### config.mk
export PLATFORM = sky130hd
export DESIGN_NAME = cs_region_decoder
export DESIGN_NICKNAME = d
export VERILOG_FILES = /design/src/rtl/cs_dec_pkg.sv /design/src/rtl/cs_cfg_bank.sv /design/src/rtl/cs_region_match.sv /design/src/rtl/cs_err_track.sv /design/src/rtl/cs_region_decoder.sv
export SDC_FILE = /design/constraint.sdc
export NUM_CORES = 1
export LEC_CHECK = 0
export CORE_MARGIN = 10
export CORE_UTILIZATION = 52
export CTS_CLUSTER_DIAMETER = 200
export DETAILED_ROUTE_END_ITERATION = 10
export DONT_BUFFER_PORTS = 1
export PLACE_DENSITY = 0.67
export RECOVER_POWER = 50
export SETUP_SLACK_MARGIN = 0.05
export SLEW_MARGIN = 20
export SYNTH_ARGS = -nofsm -noshare
export SYNTH_HDL_FRONTEND = slang
export SYNTH_SLANG_ARGS = --single-unit
### constraint.sdc
create_clock -name clk -period 3.9 [get_ports clk]
set_input_delay 0.585 -clock clk [delete_from_list [all_inputs] [get_ports clk]]
set_output_delay 0.585 -clock clk [all_outputs]
set_load 0.02 [all_outputs]
### src/rtl/cs_dec_pkg.sv
package cs_dec_pkg;

   // Result of decoding one request, held for one cycle.
   typedef enum logic [1:0] {
      OUTC_IDLE  = 2'd0,
      OUTC_GRANT = 2'd1,
      OUTC_MISS  = 2'd2,
      OUTC_CLASH = 2'd3
   } outcome_e;

endpackage

### src/rtl/cs_cfg_bank.sv
module cs_cfg_bank #(
   parameter int NUM_REGIONS = 8,
   parameter int MATCH_W     = 8,
   localparam int IDX_W      = $clog2(NUM_REGIONS)
) (
   input  logic                                  clk,
   input  logic                                  rst_n,
   input  logic                                  wr_en,
   input  logic [IDX_W-1:0]                      wr_idx,
   input  logic [MATCH_W-1:0]                    wr_base,
   input  logic [MATCH_W-1:0]                    wr_mask,
   input  logic                                  wr_enable,
   output logic [NUM_REGIONS-1:0][MATCH_W-1:0]   base_q,
   output logic [NUM_REGIONS-1:0][MATCH_W-1:0]   mask_q,
   output logic [NUM_REGIONS-1:0]                en_q
);

   // Reset: region 0 covers everything, the others are off.
   always_ff @(posedge clk or negedge rst_n) begin
      if (!rst_n) begin
         for (int r = 0; r < NUM_REGIONS; r++) begin
            base_q[r] <= '0;
            mask_q[r] <= '0;
            en_q[r]   <= (r == 0);
         end
      end else if (wr_en) begin
         for (int r = 0; r < NUM_REGIONS; r++) begin
            if (wr_idx == IDX_W'(r)) begin
               base_q[r] <= wr_base;
               mask_q[r] <= wr_mask;
               en_q[r]   <= wr_enable;
            end
         end
      end
   end

   // a write lands in the addressed region.
   a_r9_write_lands: assert property (@(posedge clk) disable iff (!rst_n)
      wr_en |=> (en_q[$past(wr_idx)] == $past(wr_enable))
             && (base_q[$past(wr_idx)] == $past(wr_base))
             && (mask_q[$past(wr_idx)] == $past(wr_mask)));

endmodule

### src/rtl/cs_region_match.sv
module cs_region_match #(
   parameter int MATCH_W = 8
) (
   input  logic [MATCH_W-1:0] tag,
   input  logic [MATCH_W-1:0] base,
   input  logic [MATCH_W-1:0] mask,
   input  logic               enable,
   output logic               hit
);

   // masked comparison; a zero mask bit is don't-care.
   assign hit = enable && (((tag ^ base) & mask) == '0);

endmodule

### src/rtl/cs_err_track.sv
module cs_err_track #(
   parameter int ADDR_W = 32
) (
   input  logic              clk,
   input  logic              rst_n,
   input  logic              err_in,
   input  logic [ADDR_W-1:0] addr_in,
   input  logic              clr,
   output logic              sticky_q,
   output logic [ADDR_W-1:0] addr_q
);

   always_ff @(posedge clk or negedge rst_n) begin
      if (!rst_n) begin
         sticky_q <= 1'b0;
         addr_q   <= '0;
      end else begin
         if (clr) sticky_q <= 1'b0;
         if (err_in && (clr || !sticky_q)) begin
            sticky_q <= 1'b1;
            addr_q   <= addr_in;
         end
      end
   end

   // the first error is captured.
   a_r7_capture: assert property (@(posedge clk) disable iff (!rst_n)
      (err_in && !sticky_q) |=> (sticky_q && addr_q == $past(addr_in)));

   // the captured address holds until cleared.
   a_r7_hold: assert property (@(posedge clk) disable iff (!rst_n)
      (sticky_q && !clr) |=> (sticky_q && $stable(addr_q)));

   // a clear without a new error empties the flag.
   a_r8_clear: assert property (@(posedge clk) disable iff (!rst_n)
      (clr && !err_in) |=> !sticky_q);

   // a new error at the clear edge wins.
   a_r8_set_wins: assert property (@(posedge clk) disable iff (!rst_n)
      (clr && err_in) |=> (sticky_q && addr_q == $past(addr_in)));

endmodule

### src/rtl/cs_region_decoder.sv
module cs_region_decoder
   import cs_dec_pkg::*;
#(
   parameter int NUM_REGIONS = 8,
   parameter int ADDR_W      = 32,
   parameter int MATCH_W     = 8,
   localparam int IDX_W      = $clog2(NUM_REGIONS)
) (
   input  logic                   clk,
   input  logic                   rst_n,
   input  logic                   req_valid,
   input  logic [ADDR_W-1:0]      req_addr,
   input  logic                   cfg_wr,
   input  logic [IDX_W-1:0]       cfg_idx,
   input  logic [MATCH_W-1:0]     cfg_base,
   input  logic [MATCH_W-1:0]     cfg_mask,
   input  logic                   cfg_enable,
   input  logic                   err_clr,
   output logic [NUM_REGIONS-1:0] cs_sel,
   output logic                   grant,
   output logic                   req_ack,
   output logic                   err_pulse,
   output logic                   err_sticky,
   output logic [ADDR_W-1:0]      err_addr
);

   // Elaboration-time parameter checks.
   if (NUM_REGIONS < 2) begin : g_bad_regions
      $error("cs_region_decoder: NUM_REGIONS must be at least 2");
   end
   if (MATCH_W < 1 || MATCH_W > ADDR_W) begin : g_bad_match_w
      $error("cs_region_decoder: MATCH_W must be within 1..ADDR_W");
   end

   logic [NUM_REGIONS-1:0][MATCH_W-1:0] base_q, mask_q;
   logic [NUM_REGIONS-1:0]              en_q;
   logic [NUM_REGIONS-1:0]              hits;
   logic [MATCH_W-1:0]                  tag;
   logic                                no_hit, multi_hit, err_now;
   outcome_e                            outc_d, outc_q;
   logic [NUM_REGIONS-1:0]              sel_q;

   cs_cfg_bank #(.NUM_REGIONS(NUM_REGIONS), .MATCH_W(MATCH_W)) u_cfg (
      .clk       (clk),
      .rst_n     (rst_n),
      .wr_en     (cfg_wr),
      .wr_idx    (cfg_idx),
      .wr_base   (cfg_base),
      .wr_mask   (cfg_mask),
      .wr_enable (cfg_enable),
      .base_q    (base_q),
      .mask_q    (mask_q),
      .en_q      (en_q)
   );

   assign tag = req_addr[ADDR_W-1 -: MATCH_W];

   for (genvar r = 0; r < NUM_REGIONS; r++) begin : g_match
      cs_region_match #(.MATCH_W(MATCH_W)) u_match (
         .tag    (tag),
         .base   (base_q[r]),
         .mask   (mask_q[r]),
         .enable (en_q[r]),
         .hit    (hits[r])
      );
   end

   // Two or more bits set <=> clearing the lowest set bit leaves something.
   assign no_hit    = (hits == '0);
   assign multi_hit = ((hits & (hits - NUM_REGIONS'(1))) != '0);
   assign err_now   = req_valid && (no_hit || multi_hit);

   always_comb begin
      if (!req_valid)     outc_d = OUTC_IDLE;
      else if (no_hit)    outc_d = OUTC_MISS;
      else if (multi_hit) outc_d = OUTC_CLASH;
      else                outc_d = OUTC_GRANT;
   end

   always_ff @(posedge clk or negedge rst_n) begin
      if (!rst_n) begin
         outc_q <= OUTC_IDLE;
         sel_q  <= '0;
      end else begin
         outc_q <= outc_d;
         sel_q  <= (outc_d == OUTC_GRANT) ? hits : '0;
      end
   end

   assign cs_sel    = sel_q;
   assign grant     = (outc_q == OUTC_GRANT);
   assign req_ack   = (outc_q != OUTC_IDLE);
   assign err_pulse = (outc_q == OUTC_MISS) || (outc_q == OUTC_CLASH);

   cs_err_track #(.ADDR_W(ADDR_W)) u_err (
      .clk      (clk),
      .rst_n    (rst_n),
      .err_in   (err_now),
      .addr_in  (req_addr),
      .clr      (err_clr),
      .sticky_q (err_sticky),
      .addr_q   (err_addr)
   );

   // never more than one chip-select.
   a_r2_sel_onehot: assert property (@(posedge clk) disable iff (!rst_n)
      $onehot0(cs_sel));

   // a grant always comes with a select.
   a_r2_grant_has_sel: assert property (@(posedge clk) disable iff (!rst_n)
      grant |-> (cs_sel != '0));

   // an error never drives a chip-select.
   a_r4_err_no_sel: assert property (@(posedge clk) disable iff (!rst_n)
      err_pulse |-> (cs_sel == '0 && !grant));

   // every request is acknowledged next cycle.
   a_r5_ack_follows: assert property (@(posedge clk) disable iff (!rst_n)
      req_valid |=> req_ack);

   // quiet outputs after an idle edge.
   a_r6_idle_quiet: assert property (@(posedge clk) disable iff (!rst_n)
      !req_valid |=> (cs_sel == '0 && !grant && !req_ack && !err_pulse));

endmodule

### After elaboration in Yosys (flattened, before gate mapping)

Cells that the tools add are included.

| cells by class | value |
|---|---|
| add/subtract/negate cells | 1 |
| eq/ne operators | 11 |
| mux-type cells | 6 |
| bitwise gates (word level) | 17 |
| reductions and logical operators | 35 |

Operators with widths:

| kind | count |
|---|---|
| $and A8 B8 Y8 | 9 |
| $logic_not A8 Y1 | 9 |
| $xor A8 B8 Y8 | 8 |
| $reduce_and A2 Y1 | 8 |
| $eq A3 B3 Y1 const B | 4 |
| $logic_and A1 B1 Y1 | 10 |
| $mux W8 | 1 |
| $reduce_bool A8 Y1 | 1 |
| $sub A8 B1 Y8 const B | 1 |
| $eq A3 B2 Y1 const B | 2 |
| $mux W2 | 3 |
| $eq A2 B1 Y1 const B | 2 |
| $eq A2 B2 Y1 const B | 2 |
| $reduce_bool A2 Y1 | 2 |
| $eq A3 B1 Y1 const B | 1 |
| $logic_not A3 Y1 | 1 |
| $logic_or A1 B1 Y1 | 3 |
| $mux W1 | 2 |
| $logic_not A1 Y1 | 1 |

| word-level totals | value |
|---|---|
| register bits after elaboration | 179 |
| input port bits | 57 |
| output and inout port bits | 44 |
| word-level logic and storage cells | 98 |

### Logic depth before layout (Yosys ltp)

Gate-level depths: netlist of the first run.

| depth | value |
|---|---|
| word-level depth | 12 |
| mapped depth | 11 |
| depth with buffers taken out | 8 |

### By module

Synthesis of the first run repeated with hierarchy kept, for this count alone.

| second synthesis, totals | value |
|---|---|
| cells, all modules | 518 |
| area, all modules | 8027.7 um^2 |

Modules (own cells, without submodules):

| module | times used | cells an instance | area each (um^2) | seq. area each (um^2) |
|---|---|---|---|---|
| cs_cfg_bank | 1 | 295 | 5203.7 | 3404.5 |
| cs_err_track | 1 | 71 | 1391.3 | 825.8 |
| cs_region_match | 8 | 13 | 116.4 | 0.0 |
| cs_region_decoder | 1 | 48 | 501.7 | 250.2 |

### Worst setup path before layout of the first run

Ideal clock, no wire load.

| timing | value |
|---|---|
| path kind | input port to flip-flop |
| start point | input req_addr[28] |
| end point | register u_err.addr_q[10] |
| setup time | 0.129 ns |
| data arrival time | 2.334 ns |
| data required time | 3.771 ns |
| slack | 1.437 ns |
| stages on the path | 9 |
| buffers on the path | 2 |
| path through | buf_4 xor2_1 a222oi_1 nor2b_2 nor4_4 mux2_2 buf_6 o211ai_1 nand3_1 |

| between the ends | value |
|---|---|
| word-level cells in the longest chain between the ends | 10 |

Ends and longest elaborated chain:

| element | line | text |
|---|---|---|
| start: declaration | cs_region_decoder.sv:12 | `input logic [ADDR_W-1:0] req_addr,` |
| $xor A8 B8 Y8 | cs_region_match.sv:12 | `assign hit = enable && (((tag ^ base) & mask) == '0);` |
| $and A8 B8 Y8 | cs_region_match.sv:12 |  |
| $logic_not A8 Y1 | cs_region_match.sv:12 |  |
| $logic_and A1 B1 Y1 | cs_region_match.sv:12 |  |
| $sub A8 B1 Y8 | cs_region_decoder.sv:70 | `assign multi_hit = ((hits & (hits - NUM_REGIONS'(1))) != '0);` |
| $and A8 B8 Y8 | cs_region_decoder.sv:70 |  |
| $reduce_bool A8 Y1 | cs_region_decoder.sv:70 |  |
| $logic_or A1 B1 Y1 (*) | cs_region_decoder.sv:71 | `assign err_now = req_valid && (no_hit \|\| multi_hit);` |
| $logic_and A1 B1 Y1 (*) | cs_region_decoder.sv:71 |  |
| $logic_and A1 B1 Y1 (*) | cs_err_track.sv:19 | `if (err_in && (clr \|\| !sticky_q)) begin` |
| end signal: assignment | cs_err_track.sv:21 | `addr_q <= addr_in;` |
| end: declaration | cs_err_track.sv:10 | `output logic [ADDR_W-1:0] addr_q` |

Every way passes the cells marked *; elsewhere a longest branch is shown, timed or not.
A chain may end at the register's enable or synchronous reset.

### Final worst setup path of the first run

| timing | value |
|---|---|
| start point | register u_cfg.base_q[32] (netlist name) |
| end point | register sel_q[5], in the netlist cs_sel[5] |

| between the ends | value |
|---|---|
| word-level cells in the longest chain between the ends | 12 |

Ends and longest elaborated chain:

| element | line | text |
|---|---|---|
| start: declaration | cs_cfg_bank.sv:13 | `output logic [NUM_REGIONS-1:0][MATCH_W-1:0] base_q,` |
| start signal: indexed assignment | cs_cfg_bank.sv:29 | `base_q[r] <= wr_base;` |
| $xor A8 B8 Y8 (*) | cs_region_match.sv:12 |  |
| $and A8 B8 Y8 (*) | cs_region_match.sv:12 |  |
| $logic_not A8 Y1 (*) | cs_region_match.sv:12 |  |
| $logic_and A1 B1 Y1 (*) | cs_region_match.sv:12 |  |
| $sub A8 B1 Y8 | cs_region_decoder.sv:70 |  |
| $and A8 B8 Y8 | cs_region_decoder.sv:70 |  |
| $reduce_bool A8 Y1 | cs_region_decoder.sv:70 |  |
| $mux W2 | cs_region_decoder.sv:76 | `else if (multi_hit) outc_d = OUTC_CLASH;` |
| $mux W2 (*) | cs_region_decoder.sv:75 | `else if (no_hit) outc_d = OUTC_MISS;` |
| $mux W2 (*) | cs_region_decoder.sv:74 | `if (!req_valid) outc_d = OUTC_IDLE;` |
| $eq A2 B1 Y1 (*) | cs_region_decoder.sv:86 | `sel_q <= (outc_d == OUTC_GRANT) ? hits : '0;` |
| $mux W8 (*) | cs_region_decoder.sv:86 |  |
| end signal: assignment | cs_region_decoder.sv:86 |  |
| end: declaration | cs_region_decoder.sv:41 | `logic [NUM_REGIONS-1:0] sel_q;` |

Marked as above.

==> results.yml, run 1 <==
power:
  pwr-share-seq_pct: 46.0
  pwr-share-clk_pct: 28.1
  combPwrFrac_pct: 25.9
  p_total_mw: 6.50
  p_sw_mw: 2.23
  power.density_nw_per_um2: 692
  ir_worst_vdd_uv: 438
  switching_share_pct: 34.3
  internal_power_mw: 4.26
  p_leak_nw: 4.09
worst_setup_path:
  crit_fanout: 33
  r2r_end: "cs_sel[5]$_DFF_PN0_"
  regToRegSetupSlack_ps: 980
  crit_type: "register to register"
  r2r_cells: 8
  critPathLaunchType: "register"
  startpoint: "u_cfg.base_q[32]$_DFFE_PN0P_"
  critPathArrivalTime_ps: 3240
  required_ps: 4220
  r2r_start: "u_cfg.base_q[32]$_DFFE_PN0P_"
  worstSetupEndpointType: "register"
logic_synthesis:
  ys_seq_area_share_pct: 51.7
  synth.avg_cell_area_sq_um: 12.0
  yosysTopAreaCell: "dfrtp_1"
  synth_cell_types: 35
  syn-num-nets: 781
  synthTopCellsByArea: "dfrtp_1 (51%), mux2_2 (18%), xor2_1 (6.6%)"
  ys_ff_latch: 179
  synth_enable_flop_cells: 0
  syn-instance-count: 724
  synthFlopType: "dfrtp_1"
  synthArstFlopShare_pct: 100
  yosysTopAreaCellShare_pct: 51.4
  syn-cell-area_sq_um: 8670
  ys_warn_count: 0
global_route:
  grt_overflow: 0
  grt_pass1_vias: 5904
  grt_pass1_wl_mm: 33.5
  grt_max_degree: 180
  grtUsageTotal_pct: 19.3
  antenna_found_initial: 0
floorplanning:
  die_area_sq_um: 22200
  core-area_sq_um: 16500
  io_pins: 101
  die_w_um: 149
  initial_utilization_pct: 52.6
  die_y_um: 149
  rows: 47
route:
  via_per_inst: 6.22
  first_pass_iters: 7
  drcViolationCount: 0
  vias: 5775
  routed_wl_mm: 21.4
  antenna_left: 0
  wl_per_cell_um: 23.0
  drt_iter0_markers: 434
cts:
  clk_pin_slew_ps: 70
  postCtsSetupRepairBufs: 0
  cts_max_level: 4
  cts_buffers: 17
  cts_sinks: 179
  cts_root_buf: "clkbuf_16"
  clockBufferDepth: 2
  cts_tree: "yes"
  clock_latency_ps: 430
  cts_resized: 0
sta:
  setup_ws_ps: 976
  setup_viol_count_final: 0
  skew_ps: 9.13
  min_period_over_period_pct: 75.0
  period_needed_ps: 2920
  slew_headroom_pct: 17.9
  fin_tns_setup_ps: 0
  max_freq_mhz: 342
  worstMarginPinSlew_ps: 1230
  fin_hold_ws_ps: -154
  rsz0062_at_grt: "false"
  hold_viol_final: 178
  finalMaxSlewViolations: 0
placed_design:
  dpl_cell_area_sq_um: 8760
  hpwl_mm: 14.2
  gp_congestion: 0.782
  dp_slack_ps: 789
  dp_cells: 898
  portBuffers: 0
finish:
  num-nets-final: 754
  drive_gt1_share_pct: 26.4
  fin_area_sq_um: 9380
  final_core_util_pct: 57.0
  synthToLayoutAreaGrowth_pct: 8.21
  seq_area_sq_um: 4480
  diodes: 0
  fin_cells: 929
  n_fill_cell: 1364
  multiInputGateArea_sq_um: 3930
outcome:
  violations: "negative hold slack"
  status: "finished, violations left"
worst_hold_path:
  hp-class: "input port to async pin"
flow_run:
  cap_violations: 0
==> sequential cells by signal, indices dropped and copies added, names as in the netlist <==
register and flops:
u_err.addr_q 32, u_cfg.base_q 64, u_cfg.en_q 8, u_cfg.mask_q 64, cs_sel 8, outc_q 2, u_err.sticky_q 1
==> kinds of logic (layout without fill, tap and decap cells) <==
family / count (synthesis) / in the layout / synth area share [%]
AOI/OAI and AO/OA: 128 / 128 / 10.3
and+or+nand+nor: 158 / 158 / 10.2
xor gates and xnor gates: 65 / 65 / 6.57
DFF: 179 / 179 / 51.7
muxes: 138 / 138 / 18.0
buffers and inverters: 56 / 41 / 3.23
==> worst max-delay path: stages (launching register included) <==
cell,delay (ps)
dfrtp_1,380
xor2_1,160
a22oi_1,310
nand4_1,180
nor2b_2,320
nor4_1,160
mux2i_4,860
a21oi_4,190
and3_1,240
==> power by group through the flow <==
stage	clock network (mW)	logic (mW)	registers (mW)
after detailed placement	0	1.67	3.03
after CTS	1.85	1.68	3.00
after global placement	0	1.58	2.99
final	1.83	1.68	2.99
after floorplan	0	1.45	2.88
after global routing	1.92	1.85	3.06
==> routing by layer <==
| layer | track usage (%) | up-vias | wire length (um) |
|---|---|---|---|
| li1 | - | 2580 | - |
| met1 | 25.2 | 2958 | 9240 |
| met2 | 30.3 | 205 | 10200 |
| met3 | 5.19 | 32 | 1600 |
| met4 | 6.92 | 0 | 381 |
| met5 | 0 | - | 0 |
==> worst max path at each step <==
stage	endpoint	slack, ps
CTS	cs_sel[7]$_DFF_PN0_	990
floorplan	u_err.addr_q[10]$_DFFE_PN0P_	1440
detailed placement	cs_sel[7]$_DFF_PN0_	790
global placement	cs_sel[1]$_DFF_PN0_	820
global route	cs_sel[5]$_DFF_PN0_	770
finish	cs_sel[5]$_DFF_PN0_	980
==> synthesized netlist by cell type, types with 2 or more instances <==
library cell	count
a222oi_1	4
nor2_1	7
dfrtp_1	178
nand4b_1	3
xor2_1	65
buf_2	8
buf_4	6
o211ai_1	32
nor3b_2	2
or2_1	2
buf_6	5
a21oi_1	34
mux2_2	137
nor2b_1	2
nand2_1	17
nor3_1	2
a211o_1	2
nand3_1	65
clkbuf_1	36
a21boi_0	32
nand2b_1	2
and3_1	41
nor2b_2	3
a22oi_1	20
nand4_1	9
==> cell usage in the layout (no fill, tap or decap), drive strengths merged, types with 20 or more instances in the layout <==
master | Yosys | layout
clkbuf | 36 | 22
nand3 | 65 | 65
o211ai | 32 | 32
a21boi | 32 | 32
and3 | 41 | 41
a22oi | 20 | 20
dfrtp | 178 | 178
a21oi | 35 | 35
xor2 | 65 | 65
mux2 | 137 | 137
==> layout make-up <==
cell class / instances / share of cell area [%]
clock buffers: 20 / 4.87
clock inverters: 11 / 1.88
inverters: 1 / 0.0400
multi-input cells: 489 / 41.9
flip-flops and latches: 179 / 47.8
well taps: 220 / 2.93
repair buffers: 9 / 0.640
Note: power is estimated with default switching activity, not from simulation.
==> inputs of run 2 (changes only) <==
- clock period: 3.9 -> 3 ns (I/O delays scaled with it)
==> results.yml, run 2 (synthesis gave the netlist of run 1 again) <==
outcome:
  status: "finished, violations left"
  violations: "negative hold slack"
cts:
  cts_resized: 0
  clockBufferDepth: 2
  cts_tree: "yes"
  clock_latency_ps: 440
  clk_pin_slew_ps: 70
  cts_sinks: 179
  cts_root_buf: "clkbuf_16"
  cts_max_level: 4
  postCtsSetupRepairBufs: 0
  cts_buffers: 17
global_route:
  antenna_found_initial: 0
  grtUsageTotal_pct: 19.2
  grt_max_degree: 180
  use_met3_pct: 5.37
  grt_busiest_layer: "met2"
  grt_use_met1_pct: 25.4
  grt_pass1_vias: 5969
  grt_overflow: 0
  use_met2_pct: 30.3
  grt_pass1_wl_mm: 33.7
worst_setup_path:
  r2r_start: "u_cfg.base_q[5]$_DFFE_PN0P_"
  startpoint: "u_cfg.base_q[5]$_DFFE_PN0P_"
  critPathArrivalTime_ps: 3060
  required_ps: 3370
  crit_fanout: 32
  crit_type: "register to register"
  worstSetupEndpointType: "register"
  critPathLaunchType: "register"
placed_design:
  dp_slack_ps: 315
  hpwl_mm: 13.8
  gp_congestion: 0.777
  portBuffers: 0
finish:
  num-nets-final: 756
  drive_gt1_share_pct: 26.7
  mostFrequentLayoutCells: "dfrtp_1 (178), mux2_2 (137), xor2_1 (65), nand3_1 (65), and3_1 (41)"
  diodes: 0
  reg_top3: "u_cfg.base_q x64, u_cfg.mask_q x64, u_err.addr_q x32"
  synthToLayoutAreaGrowth_pct: 8.21
  mostFrequentLayoutCell: "dfrtp_1"
  final_core_util_pct: 57.0
flow_run:
  cap_violations: 0
sta:
  rsz0062_at_grt: "false"
  setup_viol_count_final: 0
  period_needed_ps: 2690
  fin_tns_setup_ps: 0
  skew_ps: 11.8
  setup_ws_ps: 306
  worstMarginPinSlew_ps: 1300
  min_period_over_period_pct: 89.8
  fin_hold_ws_ps: -284
  slew_headroom_pct: 13.7
  max_freq_mhz: 371
  finalMaxSlewViolations: 0
  hold_viol_final: 178
route:
  routed_wl_mm: 21.1
  vias: 5749
  drt_iter0_markers: 490
  via_per_inst: 6.17
  first_pass_iters: 5
  antenna_left: 0
  drcViolationCount: 0
  wl_per_cell_um: 22.7
floorplanning:
  die_y_um: 149
  initial_utilization_pct: 52.6
  die_area_sq_um: 22200
  core-area_sq_um: 16500
  io_pins: 101
  rows: 47
  die_w_um: 149
power:
  ir_worst_vdd_uv: 733
  p_leak_nw: 4.09
  p_total_mw: 8.36
  power.density_nw_per_um2: 891
worst_hold_path:
  hp-class: "input port to async pin"
-- run 2: path summary, 6_finish.rpt --
kind / endpoint / slack [ps] / depth (start not counted)
worst max-delay path: u_err.addr_q[4]$_DFFE_PN0P_ / 310 / 9
worst min-delay path: u_cfg.base_q[57]$_DFFE_PN0P_ / -280 / 0
worst max register to register: u_err.addr_q[4]$_DFFE_PN0P_ / 310 / 9
worst min register to register: u_cfg.mask_q[57]$_DFFE_PN0P_ / 510 / 1
max in group asynchronous: u_cfg.en_q[0]$_DFFE_PN1P_ / 2900 / 0
min in group clk: u_cfg.base_q[26]$_DFFE_PN0P_ / 160 / 1
-- run 2: routing by layer --
| layer | part of all wire (%) | wire (um) |
|---|---|---|
| met5 | 0 | 0 |
| met4 | 1.3 | 272 |
| met3 | 7.2 | 1520 |
| met2 | 48 | 10200 |
| met1 | 43 | 9190 |
-- run 2: power by group --
part	total, mW	internal (mW)	switching [mW]
Combinational	2.25	1.08	1.17
Clock	2.22	1.26	0.959
Sequential	3.89	3.08	0.807
Total	8.36	5.42	2.94
-- run 2: critical path: stages, from the launching register on --
cell and delay, ps:
dfrtp_1 390, xor2_1 160, a22oi_1 400, nand4_1 230, nor2_1 450, nor4_4 110
mux2i_4 230, buf_4 390, nand3_1 150, nand3_1 100
-- run 2: area by class of cell --
class | instances | area, sq um
fill | 1374 | 7090
sequential | 179 | 4480
multi-input combinational | 489 | 3930
clock buffer | 19 | 443
tap | 220 | 275
clock inverter | 13 | 150
timing repair buffer | 11 | 100
inverter | 1 | 3.75
-- run 2: per-stage QoR --
step | cells | hold WS (ps) | instance area [sq um]
global placement | 900 | 167 | 8800
finish | 932 | -284 | 9380
global route | 932 | -308 | 9380
detailed placement | 900 | 167 | 8800
CTS | 932 | -300 | 9390
floorplan | 724 | 154 | 8670
==> inputs of run 3 (changes only) <==
- CORE_UTILIZATION: 52 -> 40
- PLACE_DENSITY: 0.67 -> unset
- SYNTH_HIERARCHICAL: unset -> 1
==> results.yml, run 3 <==
route:
  vias: 4238
  first_pass_iters: 4
  wl_per_cell_um: 21.9
  antenna_left: 0
  drcViolationCount: 0
  via_per_inst: 5.25
  routed_wl_mm: 17.7
  drt_iter0_markers: 160
floorplanning:
  die_area_sq_um: 26100
  die_y_um: 162
  io_pins: 101
  die_w_um: 162
  initial_utilization_pct: 41.0
  rows: 51
  core-area_sq_um: 19600
worst_setup_path:
  regToRegSetupSlack_ps: 180
  cp_num_buf_inv: 2
  crit_type: "register to register"
  max_stage_delay_ps: 610
  startpoint: "u_cfg/base_q[10]$_DFFE_PN0P_"
  r2r_start: "u_cfg/base_q[10]$_DFFE_PN0P_"
  worstSetupEndpointType: "register"
  crit_fanout: 5
  critPathLaunchType: "register"
  cpMaxStageDelayCell: "a222oi_1"
  r2r_cells: 10
  r2r_end: "u_err/addr_q[28]$_DFFE_PN0P_"
  required_ps: 3310
  critPathArrivalTime_ps: 3130
  crit_chain: "xor2_1 -> a222oi_1 -> and4_1 -> buf_4 -> o21ai_2 -> a21oi_2 -> a21oi_2 -> nand2_4 -> buf_4 -> mux2_2"
  critPathTopFamily: "compound AO/OA/AOI/OAI gates"
  cp.depth: 10
finish:
  drive_gt1_share_pct: 42.8
  final_core_util_pct: 45.5
  mostFrequentLayoutCells: "dfrtp_1 (178), mux2_2 (128), xor2_1 (65)"
  diodes: 0
  fin_cells: 807
  num-nets-final: 586
  synthToLayoutAreaGrowth_pct: 10.9
  mostFrequentLayoutCell: "dfrtp_1"
  reg_top3: "u_cfg/base_q x64, u_cfg/mask_q x64, u_err/addr_q x32"
sta:
  rsz0062_at_grt: "false"
  min_period_over_period_pct: 94.1
  max_freq_mhz: 354
  fin_hold_ws_ps: -290
  fin_tns_setup_ps: 0
  slew_headroom_pct: 22.9
  period_needed_ps: 2820
  skew_ps: 11.2
  setup_viol_count_final: 0
  finalMaxSlewViolations: 0
  worstMarginPinSlew_ps: 1160
  hold_viol_final: 178
global_route:
  grt_overflow: 0
  grt_pass1_vias: 4712
  grtUsageTotal_pct: 13.7
  antenna_found_initial: 0
  grt_max_degree: 180
  grt_pass1_wl_mm: 27.7
flow_run:
  cap_violations: 0
cts:
  cts_max_level: 4
  cts_tree: "yes"
  clk_pin_slew_ps: 70
  clockBufferDepth: 2
  clock_latency_ps: 430
  cts_root_buf: "clkbuf_16"
  cts_buffers: 17
  cts_sinks: 179
placed_design:
  portBuffers: 0
  dp_cells: 774
  hpwl_mm: 11.9
  gp_congestion: 0.748
logic_synthesis:
  syn-cell-area_sq_um: 8030
  syn-instance-count: 518
  synth.avg_cell_area_sq_um: 15.5
  synthArstFlopShare_pct: 100
  synthFlopType: "dfrtp_1"
  ys_ff_latch: 179
  syn-num-nets: 575
  yosysTopAreaCell: "dfrtp_1"
  synth_enable_flop_cells: 0
  ys_warn_count: 6
  yosysMostFrequentCell: "dfrtp_1"
  synth_cell_types: 40
  ys_seq_area_share_pct: 55.8
  synth_common_cells: "dfrtp_1 (178), mux2_2 (128), xor2_1 (65), mux2_4 (40), nand2_1 (9)"
  yosysTopAreaCellShare_pct: 55.5
  synthTopCellsByArea: "dfrtp_1 (55%), mux2_2 (18%), mux2_4 (7.5%)"
power:
  p_total_mw: 7.95
  p_leak_nw: 3.93
  power.density_nw_per_um2: 893
  ir_worst_vdd_uv: 427
outcome:
  status: "finished, violations left"
  violations: "negative hold slack"
worst_hold_path:
  hp-class: "input port to async pin"
[run 3: area by class of cell]
cell class,count,area [sq um]
inverters,4,15.0
well taps,265,332
clock buffers,20,457
repair buffers,12,116
fillers,1727,10700
multi-input cells,315,3340
clock inverters,12,169
flip-flops and latches,179,4480
[run 3: power by group]
| part | total, mW | switching, mW | internal (mW) |
|---|---|---|---|
| Clock | 2.35 | 0.973 | 1.37 |
| Sequential | 3.82 | 0.749 | 3.07 |
| Combinational | 1.79 | 0.692 | 1.10 |
[run 3: layer usage]
metal  track usage (%)  vias to the layer above  wire, um
li1                  -                     1892         -
met1              16.2                     2224      7530
met2              22.6                       95      8700
met3              4.80                       27      1080
met4              4.76                        0       392
met5                 0                        -         0
[run 3: worst max-delay path by stage]
stage,slack [ps],to
finish,180,u_err/addr_q[28]$_DFFE_PN0P_
floorplan,370,u_err/addr_q[0]$_DFFE_PN0P_
global placement,110,u_err/addr_q[1]$_DFFE_PN0P_
CTS,90,u_err/addr_q[0]$_DFFE_PN0P_
detailed placement,60,u_err/addr_q[1]$_DFFE_PN0P_
global route,50,u_err/addr_q[28]$_DFFE_PN0P_
[run 3: logic make-up after synthesis]
group | count (synthesis) | share of synthesized area [%]
adders and majority gates | 1 | 0.125
xor gates and xnor gates | 65 | 7.09
muxes | 168 | 25.4
DFF | 179 | 55.8
and+or+nand+nor | 43 | 4.50
buffers and inverters | 24 | 2.42
AOI/OAI and AO/OA | 38 | 4.61
[run 3: what timing repair did]
action	in CTS	in global routing
endpoints found under the hold margin	179	179
resized for setup	0	8
setup buffers	0	0
endpoints found under the setup margin	0	31
[run 3: per-stage QoR]
step / worst slack, ps / hold slack [ps] / instance area (sq um)
global placement: 112 / 161 / 8280
CTS: 91.4 / -308 / 8900
floorplan: 368 / 154 / 8030
global route: 46.2 / -315 / 8900
finish: 177 / -290 / 8900
detailed placement: 64.7 / 161 / 8280
